[src/rtl/rr_pkg.sv]
package rr_pkg;
  // Level update chosen for a cycle
  typedef enum logic [1:0] {
    LV_HOLD  = 2'd0,
    LV_UP    = 2'd1,
    LV_DOWN  = 2'd2,
    LV_CLEAR = 2'd3
  } lv_op_e;
endpackage

[src/rtl/rr_ptr.sv]
module rr_ptr #(
  parameter int DEPTH = 32,
  parameter int AW    = $clog2(DEPTH)
) (
  input  logic          clk,
  input  logic          rst_n,
  input  logic          clr,
  input  logic          adv,
  output logic [AW-1:0] ptr
);
  logic [AW-1:0] ptr_inc;
  logic [AW-1:0] ptr_nxt;
  logic          ptr_en;

  // Wrap: free-running for power-of-two depths, explicit compare otherwise
  generate
    if ((DEPTH & (DEPTH - 1)) == 0) begin : g_pow2
      always_comb ptr_inc = ptr + AW'(1);
    end else begin : g_npow2
      always_comb ptr_inc = (ptr == AW'(DEPTH - 1)) ? '0 : ptr + AW'(1);
    end
  endgenerate

  always_comb begin
    ptr_en  = clr | adv;
    ptr_nxt = clr ? '0 : ptr_inc;
  end

  always_ff @(posedge clk or negedge rst_n) begin
    if (!rst_n)      ptr <= '0;
    else if (ptr_en) ptr <= ptr_nxt;
  end
endmodule

[src/rtl/rr_store.sv]
module rr_store #(
  parameter int DEPTH = 32,
  parameter int DW    = 8,
  parameter int AW    = $clog2(DEPTH)
) (
  input  logic          clk,
  input  logic          we,
  input  logic [AW-1:0] waddr,
  input  logic [DW-1:0] wdata,
  input  logic [AW-1:0] raddr,
  output logic [DW-1:0] rdata
);
  logic [DW-1:0] mem [DEPTH];

  always_ff @(posedge clk) begin
    if (we) mem[waddr] <= wdata;
  end

  assign rdata = mem[raddr];
endmodule

[src/rtl/rr_level.sv]
module rr_level
  import rr_pkg::*;
#(
  parameter int DEPTH = 32,
  parameter int CW    = $clog2(DEPTH + 1)
) (
  input  logic          clk,
  input  logic          rst_n,
  input  logic          clr,
  input  logic          in_valid,
  input  logic          rd_req,
  input  logic          fc_en,
  output logic          wr_ok,
  output logic          rd_ok,
  output logic [CW-1:0] fill,
  output logic          rts
);
  localparam logic [CW-1:0] FULL_LVL = CW'(DEPTH);
  localparam logic [CW-1:0] HI_LVL   = CW'(DEPTH / 2);
  localparam logic [CW-1:0] LO_LVL   = CW'(DEPTH / 4);

  lv_op_e        op;
  logic [CW-1:0] fill_nxt;
  logic          fill_en;
  logic          rts_nxt;
  logic          rts_en;

  always_comb begin
    wr_ok = in_valid & (fill != FULL_LVL);
    rd_ok = rd_req & (fill != '0);
    if (clr)                 op = LV_CLEAR;
    else if (wr_ok & !rd_ok) op = LV_UP;
    else if (rd_ok & !wr_ok) op = LV_DOWN;
    else                     op = LV_HOLD;
  end

  always_comb begin
    unique case (op)
      LV_CLEAR: fill_nxt = '0;
      LV_UP:    fill_nxt = fill + CW'(1);
      LV_DOWN:  fill_nxt = fill - CW'(1);
      default:  fill_nxt = fill;
    endcase
    fill_en = (op != LV_HOLD);
  end

  // Hysteresis: act only on the exact crossing by a lone write or read
  always_comb begin
    rts_nxt = rts;
    if (op == LV_CLEAR || !fc_en)                 rts_nxt = 1'b1;
    else if (op == LV_UP && fill_nxt == HI_LVL)   rts_nxt = 1'b0;
    else if (op == LV_DOWN && fill_nxt == LO_LVL) rts_nxt = 1'b1;
    rts_en = (rts_nxt != rts);
  end

  always_ff @(posedge clk or negedge rst_n) begin
    if (!rst_n)       fill <= '0;
    else if (fill_en) fill <= fill_nxt;
  end

  always_ff @(posedge clk or negedge rst_n) begin
    if (!rst_n)      rts <= 1'b1;
    else if (rts_en) rts <= rts_nxt;
  end
endmodule

[src/rtl/rx_ring_rts.sv]
module rx_ring_rts #(
  parameter int DEPTH = 32,
  parameter int DW    = 8
) (
  input  logic          clk,
  input  logic          rst_n,
  input  logic          flush,
  input  logic          in_valid,
  input  logic [DW-1:0] in_data,
  input  logic          rd_req,
  input  logic          fc_en,
  output logic [DW-1:0] rd_data,
  output logic          avail,
  output logic          rts
);
  localparam int AW = $clog2(DEPTH);
  localparam int CW = $clog2(DEPTH + 1);

  logic          rst_s1, rst_s2;
  logic          wr_ok, rd_ok;
  logic [AW-1:0] head, tail;
  logic [CW-1:0] fill;

  // Asynchronous assertion, synchronous release
  always_ff @(posedge clk or negedge rst_n) begin
    if (!rst_n) begin
      rst_s1 <= 1'b0;
      rst_s2 <= 1'b0;
    end else begin
      rst_s1 <= 1'b1;
      rst_s2 <= rst_s1;
    end
  end

  rr_level #(.DEPTH(DEPTH), .CW(CW)) u_level (
    .clk(clk), .rst_n(rst_s2), .clr(flush),
    .in_valid(in_valid), .rd_req(rd_req), .fc_en(fc_en),
    .wr_ok(wr_ok), .rd_ok(rd_ok), .fill(fill), .rts(rts)
  );

  rr_ptr #(.DEPTH(DEPTH), .AW(AW)) u_head (
    .clk(clk), .rst_n(rst_s2), .clr(flush), .adv(wr_ok & !flush), .ptr(head)
  );

  rr_ptr #(.DEPTH(DEPTH), .AW(AW)) u_tail (
    .clk(clk), .rst_n(rst_s2), .clr(flush), .adv(rd_ok & !flush), .ptr(tail)
  );

  rr_store #(.DEPTH(DEPTH), .DW(DW), .AW(AW)) u_store (
    .clk(clk), .we(wr_ok & !flush), .waddr(head), .wdata(in_data),
    .raddr(tail), .rdata(rd_data)
  );

  assign avail = (fill != '0);
endmodule

[config.mk]
export PLATFORM = sky130hd
export DESIGN_NAME = rx_ring_rts
export DESIGN_NICKNAME = d
export VERILOG_FILES = /design/src/rtl/rr_pkg.sv /design/src/rtl/rr_ptr.sv /design/src/rtl/rr_store.sv /design/src/rtl/rr_level.sv /design/src/rtl/rx_ring_rts.sv
export SDC_FILE = /design/constraint.sdc
export NUM_CORES = 1
export LEC_CHECK = 0
export CAP_MARGIN = 0
export CORE_UTILIZATION = 28
export DETAILED_ROUTE_END_ITERATION = 10
export PLACE_DENSITY = 0.42
export SETUP_SLACK_MARGIN = 0.2
export SLEW_MARGIN = 40
export SYNTH_ARGS = -nofsm -noshare
export SYNTH_HDL_FRONTEND = slang
export SYNTH_HIERARCHICAL = 1
export SYNTH_SLANG_ARGS = --single-unit
export TNS_END_PERCENT = 20
[constraint.sdc]
create_clock -name clk -period 6.2 [get_ports clk]
set_input_delay 1.86 -clock clk [delete_from_list [all_inputs] [get_ports clk]]
set_output_delay 1.86 -clock clk [all_outputs]
set_load 0.05 [all_outputs]
==> results of run 1 <==
area by class of cell:
cell class / instances / share of cell area [%]
Inverter: 2 / 0.0571
Multi-Input combinational cell: 235 / 22.4
Clock buffer: 36 / 6.05
Timing Repair Buffer: 44 / 3.14
Tap cell: 518 / 4.93
Sequential cell: 275 / 62.2
Clock inverter: 22 / 1.27
synth_stat cells, drive strengths merged (4+ instances only):
library cell | n | share of area [%]
mux4 | 80 | 16
nand3b | 9 | 0.60
dfrtp | 18 | 4.0
edfxtp | 256 | 69
nor2 | 46 | 1.5
xnor2 | 5 | 0.46
nor2b | 6 | 0.34
clkbuf | 7 | 0.23
or3 | 4 | 0.23
nand4 | 4 | 0.22
ha | 10 | 1.1
mux2 | 13 | 1.4
buf | 16 | 0.88
or3b | 5 | 0.39
nand2 | 5 | 0.17
o21ai | 6 | 0.27
registers in the layout (all words and copies together), names as in the netlist:
name,flops
rst_s1,1
rst_s2,1
u_head/ptr,5
u_level/fill,6
u_level/rts,1
u_store/mem,256
u_tail/ptr,5
final timing paths:
check / end / slack, ps / cells past startpoint
setup reg to reg: u_level/rts / 2490 / 11
hold reg to reg: u_tail/ptr[1] / 200 / 0
min in group clk: rst_s2 / 350 / 0
hold / removal: u_tail/ptr[1] / 200 / 0
setup / recovery: rd_data[3] / 600 / 5
max in group asynchronous: rst_s2 / 4600 / 1
power breakdown:
part / internal, mW / leakage [nW] / switching, mW
Sequential: 2.05 / 2.55 / 0.0482
Clock: 0.999 / 0.478 / 0.727
Combinational: 0.304 / 1.07 / 0.341
Total: 3.36 / 4.10 / 1.12
metal layers:
metal	vias to the layer above	track usage, %	part of all wire (%)
met2	112	19.5	46
met5	-	0	0
met4	0	3.11	1.5
met3	29	1.90	3.9
li1	2334	-	-
met1	2842	18.8	48
critical path, cell delays in order, from the launching register on:
cell                              delay (ps)
sky130_fd_sc_hd__dfrtp_4                 660
sky130_fd_sc_hd__buf_4                   390
sky130_fd_sc_hd__mux4_2                  600
sky130_fd_sc_hd__mux4_2                  530
sky130_fd_sc_hd__mux2_2                  290
sky130_fd_sc_hd__clkdlybuf4s50_1         700
logic make-up after synthesis:
group                      count (synthesis)
and+or+nand+nor                           94
muxes                                     95
other                                      1
adders and majority gates                 11
DFF                                      275
xor gates and xnor gates                   7
AOI/OAI and AO/OA                         27
buffers and inverters                     25
placed cells by master (no fill, tap or decap), drive strengths merged, types with 2 or more instances in the layout:
master | synthesis | routed
edfxtp | 256 | 256
mux4 | 80 | 80
nor2 | 46 | 46
clkbuf | 7 | 36
clkdlybuf4s50 | 0 | 23
buf | 16 | 21
dfrtp | 18 | 18
clkinv | 0 | 17
mux2 | 13 | 13
ha | 10 | 10
nand3b | 9 | 9
nor2b | 6 | 6
o21ai | 6 | 6
nand2 | 5 | 5
xnor2 | 5 | 5
or3b | 5 | 5
nand4 | 4 | 4
or3 | 4 | 4
inv | 2 | 4
a21oi | 3 | 3
nor3 | 3 | 3
a22o | 3 | 3
and3 | 3 | 3
a21o | 3 | 3
bufinv | 0 | 2
a21bo | 2 | 2
mux2i | 2 | 2
or2 | 2 | 2
xor2 | 2 | 2
nand3 | 2 | 2
through the flow:
stage	cells	worst slack (ps)	hold WS [ps]	utilization, %	cell area, um^2
3_3_place_gp	1074	1040	322	31.1	12100
4_1_cts	1132	450	354	33.6	13100
2_1_floorplan	535	1820	212	-	11200
3_5_place_dp	1074	935	340	31.2	12200
5_1_grt	1132	382	239	33.7	13100
6_report	1132	595	200	33.7	13100
==> flow_summary.toml, run 1 <==
[yosys]
post_synth_fa_ha_maj_area_fraction_pct = 1.30
post_synth_edffs = 256
synth_area_per_cell_um2 = 20.9
synth_xor_area_share_pct = 0.615
synth_compound_gate_area_share_pct = 1.93
async_reset_ff_share_pct = 6.91
syn-num-nets = 560
synth_top_flop_cell = "sky130_fd_sc_hd__edfxtp_1"
post_synth_and_or_nand_nor_area_fraction_pct = 4.33
synth_top_family_by_area = "multiplexers"
synthesis.area_mm2 = 0.0112
gate_count_after_technology_mapping = 535
post_synth_mux_area_share_pct = 17.7
yosys_register_bits = 275
yosysWarnings = 6
yosysUniqueCellTypes = 55
synth.yosys.seq_area_share_pct = 73.0

[cts]
cts-resized-gates = 0
cts-htree-levels = 1
worstSkewPairLatency_ps = 560
cts.reportedPaths.clkPinSlew_ps = 60
cts_tree = "yes"
cts.sinks = 275
clk_root_buffer_cell = "sky130_fd_sc_hd__clkbuf_16"
max-clock-path-buffers = 3
tritoncts.num_buffers = 31
cts.repair_timing.setup_buffer_count = 0
cts_hold_repair.buffers = 0

[pwr]
power.density_cell_area_mw_per_mm2 = 341
power.leakage_nw = 4.10
power_mw = 4.47
vdd_drop_max_uv = 188

[global_routing]
global_route.overflow_total = 0
via_count_of_the_first_global_routing_pass = 5614
first_pass_grt_wire_length_um = 38300
gr_util_all_layers_pct = 12.7
maximum_number_of_pins_on_one_net_before_global_route_repair = 53
grt_antenna_before_repair = 0

[worst_setup_path]
critPathLaunchType = "register"
critical_path.reg2reg.startpoint = "u_level/fill[0]"
critical_path_class = "reg2out"
cp-startpoint = "u_tail/ptr[0]"
worst_setup_path_end_kind = "primary output"
worstPathRequired_ps = 4340
crit_fanout = 18
critical_path_arrival_ps = 3740

[sta]
fin_skew_ps = 14.1
fin_crit_sh_pct = 90.4
slew_headroom_pct = 43.8
hold_viol = 0
final.setup.tns_ps = 0
worst_slew_pin_slew_ps = 840
final-setup-viol-count = 0
unrepaired_setup_endpoints_after_global_routing = "false"
period_needed_ps = 5600
final_max_slew_viol_count = 0
timing.fmax_mhz = 178

[routing]
wl_per_cell_um = 22.5
detail_route.wirelength_um = 25500
route.detailed.drc = 0
vias = 5317
dr.pass1.iters = 5
via_per_inst = 4.70
drtIter0Drc = 380
detail-route-antenna-nets = 0

[final_layout]
filler_cell_count = 3691
area_taken_by_multi_input_logic_gates_mm2 = 0.00294
area.growth.synth_to_final_pct = 17.4
design.final.nets = 614
num_antenna_cells = 0
sequential_standard_cell_area_mm2 = 0.00817
final_layout_size_suffix_gt1_share_pct = 31.4

[placement]
place_congestion = 0.752
place.detailed.hpwl_um = 16000
buffer_ports.inserted = 23

[die]
dieWidth_um = 202
dieArea_mm2 = 0.0408
placement_rows = 72
initial_core_util_pct = 28.7
core_footprint_mm2 = 0.0390
die_h_um = 202
ios = 24

[run]
max_cap_viol_count = 0

[outcome]
run_status = "complete, no violations"

[worst_hold_path]
kind_of_path_behind_the_tightest_hold_check = "reg2async"
(Power assumes the default switching activity.)
==> run 2, diff against run 1 <==
Settings changed: CORE_MARGIN set to 1.5.
==> flow_summary.toml, run 2 (synthesized netlist as in run 1, its figures left out) <==
[pwr]
p_int_mw = 3.43
pwr-share-seq_pct = 46.7
power_mw = 4.52
power.net_switching_mw = 1.09
power_frac_comb_pct = 14.1
power.density_cell_area_mw_per_mm2 = 345
power.share.switching_pct = 24.2
power.leakage_nw = 4.05
vdd_drop_max_uv = 166
pwr-share-clk_pct = 39.2

[outcome]
run_status = "complete, no violations"

[worst_setup_path]
worstPathRequired_ps = 4340
critical_path_arrival_ps = 3830
critical_path.reg2reg.startpoint = "u_level/fill[0]"
critPathLaunchType = "register"
worstReg2RegEnd = "u_level/fill[5]"
worst_setup_path_end_kind = "primary output"
r2r_slack_ps = 2460
cp-startpoint = "u_tail/ptr[0]"
critical_path_class = "reg2out"
r2r.worst_path.cells = 11
setup.worst_path.end = "rd_data[3]"
crit_fanout = 35

[final_layout]
num_antenna_cells = 0
largestRegisters = "u_store/mem: 256 flops, u_level/fill: 6 flops"
area.growth.synth_to_final_pct = 16.9
area_taken_by_multi_input_logic_gates_mm2 = 0.00296
sequential_standard_cell_area_mm2 = 0.00817
mostFrequentLayoutCell = "sky130_fd_sc_hd__edfxtp_1"
largest_register_ff_count = 256
final_layout_size_suffix_gt1_share_pct = 31.8
post_route_cell_area_mm2 = 0.0131
most-common-layout-cells = "sky130_fd_sc_hd__edfxtp_1 (256), sky130_fd_sc_hd__mux4_2 (80), sky130_fd_sc_hd__clkbuf_16 (31)"
largest-register = "u_store/mem"
final_core_util_pct = 33.1
post_layout_nonfiller_instances = 1126
design.final.nets = 602
filler_cell_count = 3754

[placement]
buffer_ports.inserted = 23
place_congestion = 0.738
place.detailed.hpwl_um = 15800
place_area_mm2 = 0.0121
detailedPlace.worstSlack_ps = 973
numPlacedInstances = 1070

[routing]
via_per_inst = 4.72
wl_per_cell_um = 22.4
dr.pass1.iters = 4
route.detailed.drc = 0
detail-route-antenna-nets = 0
detail_route.wirelength_um = 25200
vias = 5310
drtIter0Drc = 358

[sta]
period_needed_ps = 5690
layout_setup_ws_ps = 514
unrepaired_setup_endpoints_after_global_routing = "false"
timing.fmax_mhz = 176
fin_skew_ps = 12.3
hold_viol = 0
final_max_slew_viol_count = 0
final-setup-viol-count = 0
fin_crit_sh_pct = 91.7
whs_ps = 191
slew_headroom_pct = 43.3
final.setup.tns_ps = 0
worst_slew_pin_slew_ps = 848

[cts]
cts-htree-levels = 1
worstSkewPairLatency_ps = 540
cts.repair_timing.setup_buffer_count = 0
clk_root_buffer_cell = "sky130_fd_sc_hd__clkbuf_16"
cts-resized-gates = 0
cts.sinks = 275
cts_hold_repair.buffers = 0
cts_tree = "yes"
cts.reportedPaths.clkPinSlew_ps = 60
tritoncts.num_buffers = 30
max-clock-path-buffers = 3

[global_routing]
grt_antenna_before_repair = 0
via_count_of_the_first_global_routing_pass = 5501
gr_util_all_layers_pct = 12.4
first_pass_grt_wire_length_um = 37700
maximum_number_of_pins_on_one_net_before_global_route_repair = 37
gr-usage-met1_pct = 18.5
global_route.overflow_total = 0
grtUsageMet3_pct = 1.91
grt_use_met2_pct = 19.0
global_route.peak_usage_layer = "met2"

[die]
core_footprint_mm2 = 0.0395
die_h_um = 203
ios = 24
dieArea_mm2 = 0.0412
placement_rows = 73
initial_core_util_pct = 28.3
dieWidth_um = 203

[worst_hold_path]
kind_of_path_behind_the_tightest_hold_check = "reg2async"

[run]
max_cap_viol_count = 0
==> run 2: cell types whose count changed in the layout (fill, tap and decap cells not counted), sizes merged <==
| cell | previous run | this run |
|---|---|---|
| clkdlybuf4s50 | 23 | 18 |
| bufinv | 2 | 4 |
| inv | 4 | 2 |
| buf | 21 | 15 |
| clkinv | 17 | 15 |
| clkinvlp | 1 | 0 |
| clkbuf | 36 | 37 |
==> run 2: area by class of cell <==
cell class                      count  area share, %
Clock buffer                       37           6.10
Tap cell                          525           5.02
Clock inverter                     19           1.45
Sequential cell                   275           62.4
Multi-Input combinational cell    235           22.6
Inverter                            2         0.0574
Timing Repair Buffer               33           2.33
==> run 2: metal layers <==
metal / share of wire, % / up-vias / routed length (um)
met5: 0 / - / 0
met4: 1.8 / 0 / 452
met3: 4.4 / 36 / 1120
met2: 45 / 122 / 11400
met1: 49 / 2854 / 12200
li1: - / 2298 / -
==> run 2: worst min-delay path by stage <==
| stage | to | cells after the start | start | slack, ps |
|---|---|---|---|---|
| global placement | u_level/fill[5] | 0 | rst_s2 | 340 |
| CTS | u_head/ptr[4] | 0 | rst_s2 | 340 |
| floorplan | u_head/ptr[0] | 0 | rst_s2 | 210 |
| global route | u_head/ptr[4] | 0 | rst_s2 | 240 |
| detailed placement | u_level/fill[5] | 0 | rst_s2 | 340 |
| finish | u_head/ptr[4] | 0 | rst_s2 | 190 |
==> run 2: power groups by stage <==
stage	clock (mW)	sequential [mW]	combinational [mW]
after floorplan	0	2.12	0.477
after global placement	0	2.15	0.632
after detailed placement	0	2.15	0.642
after CTS	1.82	2.11	0.644
after global routing	1.89	2.12	0.684
final	1.77	2.11	0.636
==> run 2: worst max-delay path: stages, from the launching register on <==
cell,delay (ps)
sky130_fd_sc_hd__dfrtp_4,730
sky130_fd_sc_hd__buf_12,340
sky130_fd_sc_hd__mux4_2,610
sky130_fd_sc_hd__mux4_2,520
sky130_fd_sc_hd__mux2_2,300
sky130_fd_sc_hd__clkdlybuf4s50_1,710
